<file path="config.mk">
export PLATFORM = sky130hd
export DESIGN_NAME = bus_break_unit
export DESIGN_NICKNAME = d
export VERILOG_FILES = /design/src/rtl/bbk_pkg.sv /design/src/rtl/bbk_chan_cmp.sv /design/src/rtl/bbk_regs.sv /design/src/rtl/bbk_seq.sv /design/src/rtl/bus_break_unit.sv
export SDC_FILE = /design/constraint.sdc
export NUM_CORES = 1
export LEC_CHECK = 0
export BUFFER_PORTS_ARGS = -buffer_cell sky130_fd_sc_hd__buf_2
export CAP_MARGIN = 15
export CORE_MARGIN = 2
export CORE_UTILIZATION = 41
export CTS_CLUSTER_DIAMETER = 60
export DETAILED_ROUTE_END_ITERATION = 7
export GPL_ROUTABILITY_DRIVEN = 0
export HOLD_SLACK_MARGIN = 0.15
export SLEW_MARGIN = 20
export SYNTH_ARGS = -nofsm -noshare
export SYNTH_HDL_FRONTEND = slang
export SYNTH_SLANG_ARGS = --single-unit
</file>
<file path="constraint.sdc">
create_clock -name clk -period 5.2 [get_ports clk]
set_input_delay 1.04 -clock clk [delete_from_list [all_inputs] [get_ports clk]]
set_output_delay 1.04 -clock clk [all_outputs]
set_load 0.01 [all_outputs]
</file>
<file path="src/rtl/bbk_pkg.sv">
// Shared types and encodings for the bus break comparator.
package bbk_pkg;
    localparam int NCH = 2;

    // Direction, kind and size encodings of the per-channel control word.
    localparam logic [1:0] DIR_RD   = 2'b01;
    localparam logic [1:0] DIR_WR   = 2'b10;
    localparam logic [1:0] KIND_IF  = 2'b01;
    localparam logic [1:0] KIND_DAT = 2'b10;
    localparam logic [1:0] SZ_ANY   = 2'b00;

    // Control word layout, LSB first: enable, data compare, dir, kind, size.
    typedef struct packed {
        logic [1:0] size;
        logic [1:0] kind;
        logic [1:0] dir;
        logic       use_data;
        logic       en;
    } chan_ctrl_t;

    // Register word addresses.
    localparam logic [2:0] OFS_ADDR  = 3'd0;
    localparam logic [2:0] OFS_AMASK = 3'd1;
    localparam logic [2:0] OFS_DATA  = 3'd2;
    localparam logic [2:0] OFS_DMASK = 3'd3;
    localparam logic [2:0] OFS_CTRL  = 3'd4;
    localparam logic [3:0] ADR_MODE  = 4'd7;
endpackage

</file>
<file path="src/rtl/bbk_chan_cmp.sv">
// Combinational qualifier check for one break channel.
// Assumes the inputs are stable within the cycle; the output is a plain hit.
module bbk_chan_cmp
    import bbk_pkg::*;
#(
    parameter int AW = 32,
    parameter int DW = 32
) (
    input  logic          bus_valid,
    input  logic [AW-1:0] bus_addr,
    input  logic [DW-1:0] bus_data,
    input  logic          bus_write,
    input  logic          bus_ifetch,
    input  logic [1:0]    bus_size,
    input  logic [AW-1:0] cmp_addr,
    input  logic [AW-1:0] addr_mask,
    input  logic [DW-1:0] cmp_data,
    input  logic [DW-1:0] data_mask,
    input  chan_ctrl_t    ctrl,
    output logic          hit
);
    logic addr_ok, data_ok, dir_ok, kind_ok, size_ok;

    // Masked address and data equality.
    always_comb begin
        addr_ok = ~|((bus_addr ^ cmp_addr) & ~addr_mask);
        data_ok = !ctrl.use_data || ~|((bus_data ^ cmp_data) & ~data_mask);
    end

    // Access-type and size qualifiers.
    always_comb begin
        unique case (ctrl.dir)
            DIR_RD:  dir_ok = !bus_write;
            DIR_WR:  dir_ok = bus_write;
            default: dir_ok = 1'b1;
        endcase
        unique case (ctrl.kind)
            KIND_IF:  kind_ok = bus_ifetch;
            KIND_DAT: kind_ok = !bus_ifetch;
            default:  kind_ok = 1'b1;
        endcase
        size_ok = (ctrl.size == SZ_ANY) || (ctrl.size == bus_size);
    end

    // All conditions together.
    always_comb hit = bus_valid && ctrl.en && addr_ok && data_ok && dir_ok && kind_ok && size_ok;
endmodule

</file>
<file path="src/rtl/bbk_regs.sv">
// Register file: channel compare values, masks, control words, the mode bit
// and the sticky per-channel hit flags (write 1 to clear, set wins).
// Assumes AW and DW are at most RW.
module bbk_regs
    import bbk_pkg::*;
#(
    parameter int AW = 32,
    parameter int DW = 32,
    parameter int RW = 32
) (
    input  logic          clk,
    input  logic          rst_n,
    input  logic          reg_wr,
    input  logic [3:0]    reg_addr,
    input  logic [RW-1:0] reg_wdata,
    output logic [RW-1:0] reg_rdata,
    input  logic [NCH-1:0] hit,
    input  logic          armed,
    output logic [AW-1:0] cmp_addr  [NCH],
    output logic [AW-1:0] addr_mask [NCH],
    output logic [DW-1:0] cmp_data  [NCH],
    output logic [DW-1:0] data_mask [NCH],
    output chan_ctrl_t    ctrl      [NCH],
    output logic          seq_en
);
    localparam int CW = $bits(chan_ctrl_t);

    logic [NCH-1:0] flag;
    logic           mode_wr;

    always_comb mode_wr = reg_wr && (reg_addr == ADR_MODE);

    for (genvar c = 0; c < NCH; c++) begin : g_ch
        logic sel;
        always_comb sel = reg_wr && (reg_addr[3] == c[0]);

        // Channel configuration storage.
        always_ff @(posedge clk) begin
            if (!rst_n) begin
                cmp_addr[c]  <= '0;
                addr_mask[c] <= '0;
                cmp_data[c]  <= '0;
                data_mask[c] <= '0;
                ctrl[c]      <= '0;
            end else if (sel) begin
                case (reg_addr[2:0])
                    OFS_ADDR:  cmp_addr[c]  <= reg_wdata[AW-1:0];
                    OFS_AMASK: addr_mask[c] <= reg_wdata[AW-1:0];
                    OFS_DATA:  cmp_data[c]  <= reg_wdata[DW-1:0];
                    OFS_DMASK: data_mask[c] <= reg_wdata[DW-1:0];
                    OFS_CTRL:  ctrl[c]      <= chan_ctrl_t'(reg_wdata[CW-1:0]);
                    default: ;
                endcase
            end
        end

        // Sticky hit flag, cleared by writing 1; a new hit takes precedence.
        always_ff @(posedge clk) begin
            if (!rst_n)
                flag[c] <= 1'b0;
            else if (hit[c])
                flag[c] <= 1'b1;
            else if (mode_wr && reg_wdata[1+c])
                flag[c] <= 1'b0;
        end

        p_flag_set_r9: assert property (@(posedge clk) disable iff (!rst_n)
            hit[c] |=> flag[c]);
        p_flag_hold_r9: assert property (@(posedge clk) disable iff (!rst_n)
            (flag[c] && !(mode_wr && reg_wdata[1+c])) |=> flag[c]);
    end

    // Mode bit storage.
    always_ff @(posedge clk) begin
        if (!rst_n)
            seq_en <= 1'b0;
        else if (mode_wr)
            seq_en <= reg_wdata[0];
    end

    // Read multiplexer.
    always_comb begin
        logic [0:0] ci;
        ci = reg_addr[3];
        reg_rdata = '0;
        if (reg_addr == ADR_MODE) begin
            reg_rdata[0] = seq_en;
            reg_rdata[2:1] = flag;
            reg_rdata[3] = armed;
        end else begin
            case (reg_addr[2:0])
                OFS_ADDR:  reg_rdata = RW'(cmp_addr[ci]);
                OFS_AMASK: reg_rdata = RW'(addr_mask[ci]);
                OFS_DATA:  reg_rdata = RW'(cmp_data[ci]);
                OFS_DMASK: reg_rdata = RW'(data_mask[ci]);
                OFS_CTRL:  reg_rdata = RW'(ctrl[ci]);
                default:   reg_rdata = '0;
            endcase
        end
    end
endmodule

</file>
<file path="src/rtl/bbk_seq.sv">
// Break sequencer: direct OR of the channel hits, or ordered
// channel-0-then-channel-1 with an armed state. Registered one-cycle output.
module bbk_seq
    import bbk_pkg::*;
(
    input  logic           clk,
    input  logic           rst_n,
    input  logic [NCH-1:0] hit,
    input  logic           seq_en,
    output logic           armed,
    output logic           break_req
);
    logic fire;

    // Break decision for this access.
    always_comb fire = seq_en ? (armed && hit[1]) : (|hit);

    // Armed state and break pulse.
    always_ff @(posedge clk) begin
        if (!rst_n) begin
            armed     <= 1'b0;
            break_req <= 1'b0;
        end else begin
            break_req <= fire;
            if (!seq_en)
                armed <= 1'b0;
            else if (hit[0])
                armed <= 1'b1;
            else if (fire)
                armed <= 1'b0;
        end
    end

    p_direct_break_r6: assert property (@(posedge clk) disable iff (!rst_n)
        (!seq_en && |hit) |=> break_req);
    p_no_hit_quiet_r6: assert property (@(posedge clk) disable iff (!rst_n)
        !(|hit) |=> !break_req);
    p_seq_needs_arm_r7: assert property (@(posedge clk) disable iff (!rst_n)
        (seq_en && !armed) |=> !break_req);
    p_arm_clear_r8: assert property (@(posedge clk) disable iff (!rst_n)
        (seq_en && armed && hit[1] && !hit[0]) |=> !armed);
endmodule

</file>
<file path="src/rtl/bus_break_unit.sv">
// Two-channel bus break comparator top. Watches a bus access stream and
// raises a one-cycle break request one cycle after a qualifying access.
// Assumes a single clock and synchronous active-low reset.
module bus_break_unit
    import bbk_pkg::*;
#(
    parameter int AW = 32,
    parameter int DW = 32
) (
    input  logic          clk,
    input  logic          rst_n,
    input  logic          bus_valid,
    input  logic [AW-1:0] bus_addr,
    input  logic [DW-1:0] bus_data,
    input  logic          bus_write,
    input  logic          bus_ifetch,
    input  logic [1:0]    bus_size,
    input  logic          reg_wr,
    input  logic [3:0]    reg_addr,
    input  logic [31:0]   reg_wdata,
    output logic [31:0]   reg_rdata,
    output logic          break_req
);
    logic [AW-1:0] cmp_addr  [NCH];
    logic [AW-1:0] addr_mask [NCH];
    logic [DW-1:0] cmp_data  [NCH];
    logic [DW-1:0] data_mask [NCH];
    chan_ctrl_t    ctrl      [NCH];
    logic [NCH-1:0] hit;
    logic          seq_en, armed;

    bbk_regs #(.AW(AW), .DW(DW), .RW(32)) regs_i (
        .clk(clk), .rst_n(rst_n), .reg_wr(reg_wr), .reg_addr(reg_addr),
        .reg_wdata(reg_wdata), .reg_rdata(reg_rdata), .hit(hit), .armed(armed),
        .cmp_addr(cmp_addr), .addr_mask(addr_mask), .cmp_data(cmp_data),
        .data_mask(data_mask), .ctrl(ctrl), .seq_en(seq_en)
    );

    for (genvar c = 0; c < NCH; c++) begin : g_cmp
        bbk_chan_cmp #(.AW(AW), .DW(DW)) cmp_i (
            .bus_valid(bus_valid), .bus_addr(bus_addr), .bus_data(bus_data),
            .bus_write(bus_write), .bus_ifetch(bus_ifetch), .bus_size(bus_size),
            .cmp_addr(cmp_addr[c]), .addr_mask(addr_mask[c]),
            .cmp_data(cmp_data[c]), .data_mask(data_mask[c]),
            .ctrl(ctrl[c]), .hit(hit[c])
        );
    end

    bbk_seq seq_i (
        .clk(clk), .rst_n(rst_n), .hit(hit), .seq_en(seq_en),
        .armed(armed), .break_req(break_req)
    );

    p_idle_no_hit_r6: assert property (@(posedge clk) disable iff (!rst_n)
        !bus_valid |=> !break_req);
endmodule

</file>
# After elaboration in Yosys (flattened, before gate mapping)
# Index checks and enable logic that the tools add are counted.
[op_classes]
muxes = 29
bitwise_logic = 14
n_reduce_logical = 52
eq_ne = 15
n_lt_le_gt_ge = 1
[op_table]
columns = ["cell", "count"]
rows = [
  ["32-bit two-way mux", 12],
  ["32-bit case mux with 5 select lines", 1],
  ["32-bit bitwise AND", 4],
  ["32-bit inverter", 4],
  ["32-bit OR reduction", 4],
  ["32-bit XOR", 4],
  ["28-bit two-way mux", 1],
  ["8-bit two-way mux", 3],
  ["2-bit AND reduction", 11],
  ["1-bit logical AND", 18],
  ["2-bit by 1-bit equality test with 1-bit output (second input constant)", 4],
  ["2-bit equality test (second input constant)", 4],
  ["1-bit zero test", 8],
  ["1-bit case mux with 2 select lines", 4],
  ["1-bit two-way mux", 7],
  ["3-bit by 2-bit equality test with 1-bit output (second input constant)", 2],
  ["2-bit nonzero test", 3],
  ["2-bit equality test", 2],
  ["4-bit by 3-bit equality test with 1-bit output (second input constant)", 1],
  ["2-bit zero test", 2],
  ["1-bit logical OR", 4],
  ["4-bit two-way mux", 1],
  ["3-bit by 1-bit equality test with 1-bit output (second input constant)", 1],
  ["3-bit equality test (second input constant)", 1],
  ["other kinds (5)", 5],
]
[word_totals]
in_bits = 108
wordCells = 134
regBits = 277

# Depth between registers and ports, before layout
[depth]
depth_word = 13
ltp_mapped = 8

# Hierarchy
# A second synthesis with hierarchy kept.
[hier_totals]
cells_unflattened = 1849
hier_area_um2 = 14994.4
[by_module_without_submodules]
columns = ["module", "area_each_um2", "cells_each", "instances"]
rows = [
  ["bbk_regs", 12938.7, 1583, 1],
  ["bbk_chan_cmp", 988.4, 129, 2],
  ["bbk_seq", 78.8, 8, 1],
]

# Worst setup path after synthesis
# No wires, ideal clock.
[synth_path]
path_type = "input -> output"
start = "input reg_addr[0]"
end = "output reg_rdata[14]"
path_buffers = 3
setup_slack_ps = 1710
cell_stages = 6
t_arrival_ps = 2450
cell_sequence = "buf_2 -> buf_2 -> buf_2 -> mux4_2 -> mux2i_1 -> nor2_1"
[synth_via]
elab_chain_cells = 3
elab_cells_between_ends = 8
cone_classes = "eq/ne: 5; mux: 2; reduce/logical: 1"
[synth_lines]
columns = ["item", "line_no", "source"]
rows = [
  ["from (decl)", "bus_break_unit.sv:19", "input logic [3:0] reg_addr,"],
  ["3-bit equality test, or another cell as far along", "bbk_regs.sv:91", "case (reg_addr[2:0])"],
  ["32-bit case mux with 5 select lines", "bbk_regs.sv:91", ""],
  ["28-bit two-way mux *", "bbk_regs.sv:86", "if (reg_addr == ADR_MODE) begin"],
  ["to (decl)", "bus_break_unit.sv:21", "output logic [31:0] reg_rdata,"],
]
# Every way passes the cells marked *; elsewhere a longest branch is shown, timed or not.

# Final worst setup path
[layout_path]
start = "input reg_addr[0]"
end = "output reg_rdata[7]"
# Same word-level chain as after synthesis.

==> run metrics <==
antenna cells=0; status=completed; final number of hold-violating endpoints=0; post-synthesis sequential area ratio=37.3%; WL per Instance=24.1 µm; CTS clk-pin slew, worst paths=0.06 ns; post-DP HPWL=38,700 µm; Die ar.=37,800 µm²; Die H=194 µm; Post-Syn Area=14,900 µm²; Placeable Area=35,700 µm²; Main synth FF type=dfxtp_1; clock sinks=277; CP Class=in2out; Max Used Layer=met5; Cell Count Post-Placement=2,232; actual slew at the worst max-slew pin=1.02 ns; VDD IR max=0.187 mV; Hold EP=regs_i.flag[1]; drt drc=0; count of different cell masters after synthesis=45; crit path time final=4.06 ns; wl on met1=22,900 µm; via count=13,300; Root Buffer=clkbuf_16; Mapped Nets=1,873; Worst Skew=0.00970 ns; flip-flop and latch count after synthesis=277; Initial Util=41.7%; Yosys Warn Count=0; post-CTS setup buffers=0; met3 wire length=5380 µm; hold_sp=regs_i.flag[1]; max-slew violations=0; die width=194 µm; CP Launch Type=input port; Routed met2 length=24,400 µm; first-pass GRT wire length=82,300 µm; pre-CTS WS=1.09 ns; hold crit path type=reg2reg; critical path arrival=3.02 ns; Worst EP required=4.16 ns; placed instance area=15,700 µm²; Worst-Skew Late Latency=0.51 ns; Num CTS Buffers=35; Post-synth EDFFs=0; FF-to-FF setup slack=2.83 ns; FF-to-FF Start=regs_i.cmp_data[53]; hold buffer count at CTS=0; final instance area=16,900 µm²; Max clock buf depth=3; asr flop ratio synth=0%; unrepaired setup endpoints after global routing=no; cell depth of the worst flop-to-flop path=6; highest clock rate=246 MHz; port bufs=140; Non-Filler Instances=2,293; Slew headroom=32.0%; TritonCTS clock tree=yes; Gate Count Post-Synth=1,757; # setup viols final=0; critical path peak fanout=34; Setup TNS=0 ns; total I/O pin count=141; Tot GR Track Use=28.8%; worst hold path depth=2; post_cts resized=0; PwrDens=310 nW/µm²; setup ws final=1.14 ns; Final nets=1,924; mean number of vias per cell=5.80; CP endpoint kind=output port; Max-Cap Viols=0; pin count of the biggest net entering global routing=180; H-tree levels=2; Final Cycle Share=78.1%; area grow syn2layout=13.6%; initial antenna violation count=1; P_leak=5.69 nW; synthesized area per cell=8.47 µm²; antenna viol nets, final=0; R2R Path End=seq_i.break_req; grt ovf=0; vias in the first global route=12,700; Total Wirelength=55,300 µm; initial drt markers=1,399; share of cells above drive strength 1=15.6%; row count=69; DRT Pass-1 Iters=6; Pwr Total=5.24 mW
-- power breakdown --
part	leakage [nW]	switching (mW)	internal [mW]	total, mW
Combinational	2.87	0.311	0.187	0.498
Clock	0.586	0.976	1.59	2.56
Sequential	2.24	0.0290	2.15	2.18
Total	5.69	1.32	3.92	5.24
-- cell usage after synthesis (all sizes together) (5+ instances only) --
| library cell | instances | area share [%] |
|---|---|---|
| o22ai | 59 | 2.5 |
| a221o | 5 | 0.34 |
| o21ai | 16 | 0.54 |
| nor3 | 15 | 0.57 |
| nor2 | 70 | 1.8 |
| nor4 | 27 | 1.3 |
| a21boi | 270 | 14 |
| nand2 | 545 | 14 |
| mux4 | 55 | 8.3 |
| clkbuf | 83 | 2.1 |
| nand3 | 10 | 0.34 |
| a221oi | 5 | 0.29 |
| mux2i | 49 | 3.3 |
| buf | 65 | 2.6 |
| nand4 | 8 | 0.34 |
| xnor2 | 128 | 7.5 |
| dfxtp | 277 | 37 |
| inv | 11 | 0.28 |
| ha | 8 | 0.67 |
| nor2b | 13 | 0.55 |
| and3 | 8 | 0.34 |
-- cells in the final DEF (no fill, tap or decap), drive strengths merged --
cell type	n
mux4	55
o211ai	2
o2111ai	2
a211oi	2
a21oi	3
a2111o	1
nand2	545
nand2b	4
nand4	8
nand4b	1
a22oi	1
a22o	2
nor3	15
ha	8
nand3	10
o21ai	16
clkinvlp	1
o22ai	59
nor2	70
clkinv	4
mux2	4
xnor2	128
a2111oi	3
nor4	27
a221o	5
dfxtp	277
and2	2
o221a	1
buf	161
o21a	1
a221oi	5
a21boi	270
inv	12
and3	8
a32o	1
bufinv	4
mux2i	49
nor2b	13
clkbuf	52
-- cell type report --
type                            instances  area [µm²]
Inverter                               11        41.3
Clock inverter                         10         164
Timing Repair Buffer                  162         917
Multi-Input combinational cell       1321        8610
Sequential cell                       277        5550
Clock buffer                           51        1040
Tap cell                              461         577
Fill cell                            3476       18800
-- through the flow --
step	hold slack (ns)	util (%)
after floorplan	0.443	-
after global placement	0.456	44.0
after detailed placement	0.467	44.0
after CTS	0.474	47.4
after global routing	0.504	47.4
final	0.477	47.4
-- cells by family after synthesis --
group                      synth area share [%]
AOI/OAI and AO/OA                          18.4
xor gates and xnor gates                   7.54
adders and majority gates                 0.673
buffers and inverters                      4.96
DFF                                        37.3
muxes                                      11.9
and+or+nand+nor                            19.3
-- worst max-delay path by stage --
stage	slack, ns	end	startpoint	depth (start not counted)
2_1_floorplan	1.71	reg_rdata[14]	reg_addr[0]	6
6_report	1.14	reg_rdata[7]	reg_addr[0]	6
3_3_place_gp	1.12	reg_rdata[3]	reg_addr[0]	6
3_5_place_dp	1.09	reg_rdata[3]	reg_addr[0]	6
5_1_grt	1.02	reg_rdata[6]	reg_addr[0]	6
4_1_cts	1.09	reg_rdata[3]	reg_addr[0]	6
-- sequential cells by signal, indices dropped and copies added, names as in the netlist --
signal and flops:
regs_i.addr_mask 64, regs_i.cmp_addr 64, regs_i.cmp_data 64, regs_i.ctrl 16
regs_i.data_mask 64, regs_i.flag 2, regs_i.seq_en 1, seq_i.armed 1
seq_i.break_req 1
-- critical path, stage by stage --
cell and delay [ns]:
buf_4 0.54, buf_4 0.39, mux4_2 0.55, a221oi_1 0.26
a21oi_1 0.07, buf_2 0.15
-- layer usage --
metal	track usage, %	up-vias
met3	6.54	139
met5	0	-
met4	11.8	2
li1	-	6091
met1	38.7	6373
met2	44.7	696
Power figures use the tool's default switching activity.
